===== src/rtl/mc_irq_pkg.sv =====
package mc_irq_pkg;
  localparam int NUM_SRC   = 10;
  localparam int MAIN_BITS = 8;
  localparam int AUX_BITS  = NUM_SRC - MAIN_BITS;

  localparam int IDX_RATIO_INC = 0;
  localparam int IDX_RATIO_DEC = 1;
  localparam int IDX_PWM_UPD   = 7;

  localparam int ADR_MAIN_STAT = 0;
  localparam int ADR_AUX_STAT  = 1;
  localparam int ADR_MAIN_EN   = 2;
  localparam int ADR_AUX_EN    = 3;

  localparam logic [MAIN_BITS-1:0] CMD_RESYNC = '1;

  typedef struct packed {
    logic clrMain;
    logic clrAux;
    logic loadMainEn;
    logic loadAuxEn;
    logic resyncCmd;
    logic freeze;
    logic ratioDrop;
  } mcStrobe_t;
endpackage


===== src/rtl/mc_irq_ctrl.sv =====
module mc_irq_ctrl
  import mc_irq_pkg::*;
#(
  parameter int ADDR_W = 2
) (
  input  logic                 clk,
  input  logic                 rst_n,
  input  logic                 wrEn,
  input  logic [ADDR_W-1:0]    wrAddr,
  input  logic [MAIN_BITS-1:0] wrData,
  input  logic [1:0]           ratioEvt,
  input  logic                 switchedMode,
  input  logic                 haltMode,
  output mcStrobe_t            strb,
  output logic                 resyncReq
);
  logic liveWr;
  logic isCmd;
  logic resyncQ;

  assign liveWr = wrEn & ~haltMode;
  assign isCmd  = (wrData == CMD_RESYNC);

  always_comb begin
    strb            = '0;
    strb.freeze     = haltMode;
    strb.ratioDrop  = switchedMode & ratioEvt[0] & ratioEvt[1];
    strb.clrMain    = liveWr & (wrAddr == ADDR_W'(ADR_MAIN_STAT)) & ~isCmd;
    strb.resyncCmd  = liveWr & (wrAddr == ADDR_W'(ADR_MAIN_STAT)) & isCmd;
    strb.clrAux     = liveWr & (wrAddr == ADDR_W'(ADR_AUX_STAT));
    strb.loadMainEn = liveWr & (wrAddr == ADDR_W'(ADR_MAIN_EN));
    strb.loadAuxEn  = liveWr & (wrAddr == ADDR_W'(ADR_AUX_EN));
  end

  always_ff @(posedge clk or negedge rst_n) begin
    if (!rst_n) resyncQ <= 1'b0;
    else        resyncQ <= strb.resyncCmd;
  end

  assign resyncReq = resyncQ;

  AST_HALT_NO_RESYNC: assert property (@(posedge clk) disable iff (!rst_n)
    haltMode |=> !resyncReq);
  AST_CMD_NOT_CLEAR: assert property (@(posedge clk) disable iff (!rst_n)
    !(strb.resyncCmd && strb.clrMain));
endmodule


===== src/rtl/mc_irq_dp.sv =====
module mc_irq_dp
  import mc_irq_pkg::*;
#(
  parameter int ADDR_W = 2
) (
  input  logic                 clk,
  input  logic                 rst_n,
  input  mcStrobe_t            strb,
  input  logic [MAIN_BITS-1:0] wrData,
  input  logic [NUM_SRC-1:0]   evtSet,
  input  logic                 globalMask,
  input  logic [ADDR_W-1:0]    rdAddr,
  output logic [MAIN_BITS-1:0] rdData,
  output logic [NUM_SRC-1:0]   irqReq,
  output logic                 wakeFromWait
);
  logic [NUM_SRC-1:0]   flagQ, flagD;
  logic [MAIN_BITS-1:0] enMainQ;
  logic [AUX_BITS-1:0]  enAuxQ;
  logic [NUM_SRC-1:0]   srcEn;
  logic [NUM_SRC-1:0]   active;

  localparam logic [MAIN_BITS-1:0] MAIN_EN_MASK = ~(MAIN_BITS'(1) << IDX_RATIO_DEC);

  for (genvar k = 0; k < NUM_SRC; k++) begin : g_flag
    logic setK;
    logic keepK;
    if (k < MAIN_BITS) begin : g_main
      assign keepK = ~strb.clrMain | wrData[k];
    end else begin : g_aux
      assign keepK = ~strb.clrAux | wrData[k-MAIN_BITS];
    end
    if (k == IDX_RATIO_INC || k == IDX_RATIO_DEC) begin : g_ratio
      assign setK = evtSet[k] & ~strb.ratioDrop;
    end else if (k == IDX_PWM_UPD) begin : g_pwm
      assign setK = evtSet[k] | strb.resyncCmd;
    end else begin : g_plain
      assign setK = evtSet[k];
    end
    assign flagD[k] = strb.freeze ? flagQ[k] : ((flagQ[k] & keepK) | setK);

    if (k == IDX_RATIO_INC || k == IDX_RATIO_DEC) begin : g_en_ratio
      assign srcEn[k] = enMainQ[IDX_RATIO_INC];
    end else if (k < MAIN_BITS) begin : g_en_main
      assign srcEn[k] = enMainQ[k];
    end else begin : g_en_aux
      assign srcEn[k] = enAuxQ[k-MAIN_BITS];
    end
  end

  always_ff @(posedge clk or negedge rst_n) begin
    if (!rst_n) begin
      flagQ   <= '0;
      enMainQ <= '0;
      enAuxQ  <= '0;
    end else begin
      flagQ <= flagD;
      if (strb.loadMainEn && !strb.freeze) enMainQ <= wrData & MAIN_EN_MASK;
      if (strb.loadAuxEn && !strb.freeze)  enAuxQ  <= wrData[AUX_BITS-1:0];
    end
  end

  assign active       = flagQ & srcEn;
  assign irqReq       = globalMask ? '0 : active;
  assign wakeFromWait = ~strb.freeze & (|active);

  always_comb begin
    rdData = '0;
    case (rdAddr)
      ADDR_W'(ADR_MAIN_STAT): rdData = flagQ[MAIN_BITS-1:0];
      ADDR_W'(ADR_AUX_STAT):  rdData = MAIN_BITS'(flagQ[NUM_SRC-1:MAIN_BITS]);
      ADDR_W'(ADR_MAIN_EN):   rdData = enMainQ;
      ADDR_W'(ADR_AUX_EN):    rdData = MAIN_BITS'(enAuxQ);
      default:                rdData = '0;
    endcase
  end

  AST_REQ_NEEDS_UNMASK: assert property (@(posedge clk) disable iff (!rst_n)
    (irqReq != '0) |-> !globalMask);
  AST_RATIO_SHARED_EN: assert property (@(posedge clk) disable iff (!rst_n)
    !enMainQ[IDX_RATIO_DEC]);
  AST_HALT_FROZEN: assert property (@(posedge clk) disable iff (!rst_n)
    strb.freeze |=> ($stable(flagQ) && $stable(enMainQ) && $stable(enAuxQ)));
  AST_COLLISION_DROP: assert property (@(posedge clk) disable iff (!rst_n)
    (strb.ratioDrop && !strb.clrMain) |=> $stable(flagQ[1:0]));
  AST_SET_WINS: assert property (@(posedge clk) disable iff (!rst_n)
    (evtSet[2] && !strb.freeze) |=> flagQ[2]);
  AST_WAKE_IGNORES_MASK: assert property (@(posedge clk) disable iff (!rst_n)
    (irqReq != '0 && !strb.freeze) |-> wakeFromWait);
  AST_HALT_NO_WAKE: assert property (@(posedge clk) disable iff (!rst_n)
    strb.freeze |-> !wakeFromWait);
endmodule


===== src/rtl/mc_irq_flag_unit.sv =====
module mc_irq_flag_unit
  import mc_irq_pkg::*;
#(
  parameter int ADDR_W = 2
) (
  input  logic                 clk,
  input  logic                 rst_n,
  input  logic                 wrEn,
  input  logic [ADDR_W-1:0]    wrAddr,
  input  logic [MAIN_BITS-1:0] wrData,
  input  logic [ADDR_W-1:0]    rdAddr,
  output logic [MAIN_BITS-1:0] rdData,
  input  logic [NUM_SRC-1:0]   evtSet,
  input  logic                 switchedMode,
  input  logic                 globalMask,
  input  logic                 haltMode,
  output logic [NUM_SRC-1:0]   irqReq,
  output logic                 wakeFromWait,
  output logic                 resyncReq
);
  mcStrobe_t strb;

  mc_irq_ctrl #(.ADDR_W(ADDR_W)) ctrl_i (
    .clk          (clk),
    .rst_n        (rst_n),
    .wrEn         (wrEn),
    .wrAddr       (wrAddr),
    .wrData       (wrData),
    .ratioEvt     (evtSet[IDX_RATIO_DEC:IDX_RATIO_INC]),
    .switchedMode (switchedMode),
    .haltMode     (haltMode),
    .strb         (strb),
    .resyncReq    (resyncReq)
  );

  mc_irq_dp #(.ADDR_W(ADDR_W)) dp_i (
    .clk          (clk),
    .rst_n        (rst_n),
    .strb         (strb),
    .wrData       (wrData),
    .evtSet       (evtSet),
    .globalMask   (globalMask),
    .rdAddr       (rdAddr),
    .rdData       (rdData),
    .irqReq       (irqReq),
    .wakeFromWait (wakeFromWait)
  );

  AST_RESYNC_SETS_PWM: assert property (@(posedge clk) disable iff (!rst_n)
    (resyncReq && rdAddr == ADDR_W'(ADR_MAIN_STAT)) |-> rdData[IDX_PWM_UPD]);
endmodule


===== config.mk =====
export PLATFORM = sky130hd
export DESIGN_NAME = mc_irq_flag_unit
export DESIGN_NICKNAME = d
export VERILOG_FILES = /design/src/rtl/mc_irq_pkg.sv /design/src/rtl/mc_irq_ctrl.sv /design/src/rtl/mc_irq_dp.sv /design/src/rtl/mc_irq_flag_unit.sv
export SDC_FILE = /design/constraint.sdc
export NUM_CORES = 1
export LEC_CHECK = 0
export BUFFER_PORTS_ARGS = -buffer_cell sky130_fd_sc_hd__buf_2
export CAP_MARGIN = 20
export CORE_UTILIZATION = 46
export CTS_CLUSTER_DIAMETER = 80
export DETAILED_ROUTE_END_ITERATION = 8
export GPL_TIMING_DRIVEN = 0
export MAX_ROUTING_LAYER = met4
export PLACE_DENSITY = 0.84
export REMOVE_ABC_BUFFERS = 1
export SLEW_MARGIN = 20
export SYNTH_ARGS = -nofsm -noshare
export SYNTH_HDL_FRONTEND = slang
export SYNTH_SLANG_ARGS = --single-unit

===== constraint.sdc =====
create_clock -name clk -period 1.55 [get_ports clk]
set_input_delay 0.31 -clock clk [delete_from_list [all_inputs] [get_ports clk]]
set_output_delay 0.31 -clock clk [all_outputs]
set_load 0.05 [all_outputs]

**Word level (Yosys, flattened, before mapping)**

Cells that the tools add are included.

- Bitwise logic cells: 49
- Muxes and demuxes: 2
- Equality and inequality tests: 7
- Reductions and logical operators: 6

Operators with widths:

| operator | number |
|---|---|
| 8-bit one-hot mux with 4 select lines | 1 |
| 1-bit AND | 22 |
| 1-bit bitwise OR | 21 |
| 10-bit AND | 1 |
| 10-bit 2-to-1 mux | 1 |
| 10-bit OR reduction | 1 |
| 2-bit equality test, second input constant | 4 |
| 8-bit equality test, second input constant | 1 |
| 1-bit NOT | 5 |
| 2-bit by 1-bit equality test with 1-bit output, second input constant | 2 |
| 2-bit logical NOT | 2 |
| 1-bit logical AND | 2 |
| 1-bit logical NOT | 1 |

- Input port bits: 28
- Output and inout bits: 20
- Flip-flop bits (word level): 20

**Logic depth before layout (Yosys ltp)**

- Word-level depth: 8
- Mapped depth: 4

**Hierarchy**

A second synthesis with hierarchy kept.

- Cells, all modules: 118
- Area total of the unflattened synthesis: 1124.8 um^2

By module, submodules not included:

| module | sequential area each (um^2) | cells each | instances | area an instance (um^2) |
|---|---|---|---|---|
| mc_irq_dp | 475.5 | 107 | 1 | 1016.0 |
| mc_irq_ctrl | 25.0 | 11 | 1 | 108.9 |

**Worst setup path after synthesis**

Ideal clock, no wire load.

- Path kind: input-to-output
- Start point: input port rdAddr[0]
- End point: output port rdData[1]
- Stages on the path: 3
- Arrival: 1.772 ns
- Path slack: -0.532 ns
- Cells stage by stage: clkbuf_1 -> mux2i_1 -> o21ai_0

- Cells in the longest elaborated chain, start to end: 2
- Elaborated cells on any way between the ends: 5
- Classes of those cells: eq/ne: 3; mux: 1; reduce/logical: 1

RTL lines:

| element | RTL line | source |
|---|---|---|
| start, declared | mc_irq_flag_unit.sv:11 | `input logic [ADDR_W-1:0] rdAddr,` |
| 2-bit equality test (tied with other cells) | mc_irq_dp.sv:69 | `case (rdAddr)` |
| 8-bit one-hot mux with 4 select lines (*) | mc_irq_dp.sv:69 |  |
| end, declared | mc_irq_flag_unit.sv:12 | `output logic [MAIN_BITS-1:0] rdData,` |

Every way passes the cells marked *; elsewhere a longest branch is shown, timed or not.

**Worst setup path after layout**

- Start point: register dp_i.enAuxQ[0]
- End point: output port rdData[0]

- Cells in the longest elaborated chain, start to end: 1

RTL lines:

| element | RTL line | source |
|---|---|---|
| start, declared | mc_irq_dp.sv:19 | `logic [AUX_BITS-1:0] enAuxQ;` |
| start signal, assigned | mc_irq_dp.sv:59 | `if (strb.loadAuxEn && !strb.freeze) enAuxQ <= wrData[AUX_BITS-1:0];` |
| 8-bit one-hot mux with 4 select lines | mc_irq_dp.sv:69 |  |

Every way passes these cells.

==> impl_metrics.yaml <==
power_and_ir_drop:
  cellPowerDensity_nw_per_um2: 1090
  peakVddDrop_uv: 725
  p_leak_nw: 0.750
  power.total_mw: 1.60
yosys:
  synth.avg_cell_area_sq_um: 9.64
  synth_cells: 114
  synth-edff-count: 0
  synth_ff_type: "dfrtp_1"
  ys_ff_latch: 20
  ys_warn_count: 0
  synth_area_leaders: "dfrtp_1, mux2_2, o21ai_0"
  ys_seq_area_frac: 0.456
  yosysTopAreaCell: "dfrtp_1"
  synth_cell_types: 27
  yosys.area.top_type_share: 0.456
  syn_area_sq_um: 1100
  async_flop_share: 1.00
drt:
  vias: 1070
  wl_met3_um: 152
  wirelength_mm: 2.78
  dr.first_iter.drc_count: 22
  postRouteAntennaNets: 0
  wl_met1_mm: 1.16
  drc: 0
  viasPerCell: 5.43
  met2_length_mm: 1.44
  drt_pass1_iterations: 4
  dr.max_layer_used: "met4"
  wl_per_cell_um: 14.1
clock_tree:
  cts_buffers: 3
  cts_tree: "yes"
  path_clk_slew_ns: 0.11
  cts_num_sinks: 20
  cts.htree.levels: 1
  clkLatencyLatePin_ns: 0.30
  cts.path.max_buffers: 2
  root_buffer: "clkbuf_4"
timing:
  clock-skew-final_ns: 0
  max_slew_margin: 0.708
  worst_pin_slew_ns: 0.437
  rsz0062_at_grt: "true"
  hold_violations: 0
  finalCriticalPeriod_ns: 1.67
  drv_slew: 0
  fmax_mhz: 597
  finalSetupViolations: 4
  finalCritPeriodShare: 1.08
  fin_ws_ns: -0.124
outcome:
  status: "complete, but fails checks"
  violations: "negative setup slack"
setup_path:
  start_kind: "flip-flop"
  critical_path_class: "reg2out"
  critPathCaptureType: "output pin"
  rrSetupSlack_ns: 0.62
  reg2reg_to: "dp_i.flagQ[7]"
  crit_fanout: 3
  ff2ff_path_depth: 2
  arrival_ns: 1.36
  r2r-start: "dp_i.flagQ[7]"
  worstPathRequired_ns: 1.24
min_path:
  hp-start: "evtSet[9]"
  whs_endpoint: "dp_i.flagQ[9]"
  hp-class: "in2reg"
  hold_depth: 3
die:
  io_pins: 48
  die-width_um: 50.9
  initial_core_util: 0.492
  dieHeight_um: 50.9
  die_area_sq_um: 2590
  rows: 17
  core_sq_um: 2230
final_layout:
  drive_gt1_frac: 0.432
  layout_commonest_cell: "buf_2"
  nets: 198
  mostFrequentLayoutCells: "buf_2, dfrtp_1, o21ai_0"
  n_antenna_cell: 0
  area_growth_pct: 34.2
  final_core_util: 0.660
global_routing:
  grt_pass1_vias: 951
  grt_usage: 0.241
  grt_pass1_wl_mm: 4.41
  gr-total-overflow: 0
  antenna_found_initial: 0
  grt_max_degree: 21
placed_design:
  gp_congestion: 0.827
  numPortBuffers: 47
  hpwl_mm: 1.98
  pre_cts_ws_ns: -0.150
flow_run:
  drv_cap: 0
## power breakdown
group          leakage [nW]  internal, mW  switching (mW)
logic                 0.512         0.243           0.414
clock network        0.0210         0.143           0.155
registers             0.216         0.595          0.0531
## area by class of cell
class / instances / area (sq um)
Clock buffer: 4 / 36.3
Timing Repair Buffer: 57 / 327
Multi-Input combinational cell: 81 / 549
Fill cell: 195 / 759
Inverter: 7 / 26.3
Tap cell: 28 / 35.0
Sequential cell: 20 / 500
## how the worst max path moves through the flow
stage / startpoint / end / slack, ns / cells past startpoint
finish: dp_i.enAuxQ[0] / rdData[0] / -0.12 / 2
global placement: haltMode / dp_i.flagQ[7] / -0.14 / 4
CTS: dp_i.enAuxQ[0] / rdData[0] / -0.14 / 2
floorplan: rdAddr[0] / rdData[1] / -0.26 / 2
detailed placement: haltMode / dp_i.flagQ[2] / -0.15 / 4
global route: dp_i.flagQ[5] / wakeFromWait / -0.20 / 4
## stage by stage
step	cell area, sq um	TNS (ns)	hold WS, ns	std cells
floorplan	1070	-0.427	0.0144	108
global placement	1340	-1.01	0.273	183
detailed placement	1340	-1.12	0.278	183
CTS	1400	-0.276	0.221	188
global route	1470	-0.681	0.228	197
finish	1470	-0.237	0.228	197
## registers in the layout (all words and copies together) (netlist names)
register,cells
dp_i.enMainQ,7
dp_i.flagQ,10
dp_i.enAuxQ,2
ctrl_i.resyncReq,1
## synthesized netlist by cell type, types with 2 or more instances
library cell  count
o21ai_1           2
and3b_1           2
nand3b_1          2
and4_1            2
clkbuf_1          4
dfrtp_1          20
nand4_1           2
mux2_2            9
nand2_1          12
mux2i_1           7
nor2_1           14
buf_2             2
o21ai_0          16
inv_1             7
## critical path, stage by stage, from the launching register on
cell and delay, ns:
dfrtp_1 0.41, mux4_2 0.48, buf_6 0.17
## timing repair
item,in CTS,in global routing
setup endpoints to repair,2,4
gates resized for setup,3,6
pin swaps,0,2
hold endpoints to repair,20,0
setup buffers,0,9
hold buffers,1,0
## kinds of logic after synthesis
kind of cell    after synthesis  share of synthesized area
compound gates               21                      0.100
buf+inv                      13                     0.0467
flops                        20                      0.456
mux                          17                      0.177
simple gates                 43                      0.221
## metal layers
layer	up-vias	global-route usage
li1	509	-
met1	513	0.305
met2	44	0.404
met3	4	0.0268
met4	0	0.0833
met5	-	-
Note: power is estimated with default switching activity, not from simulation.
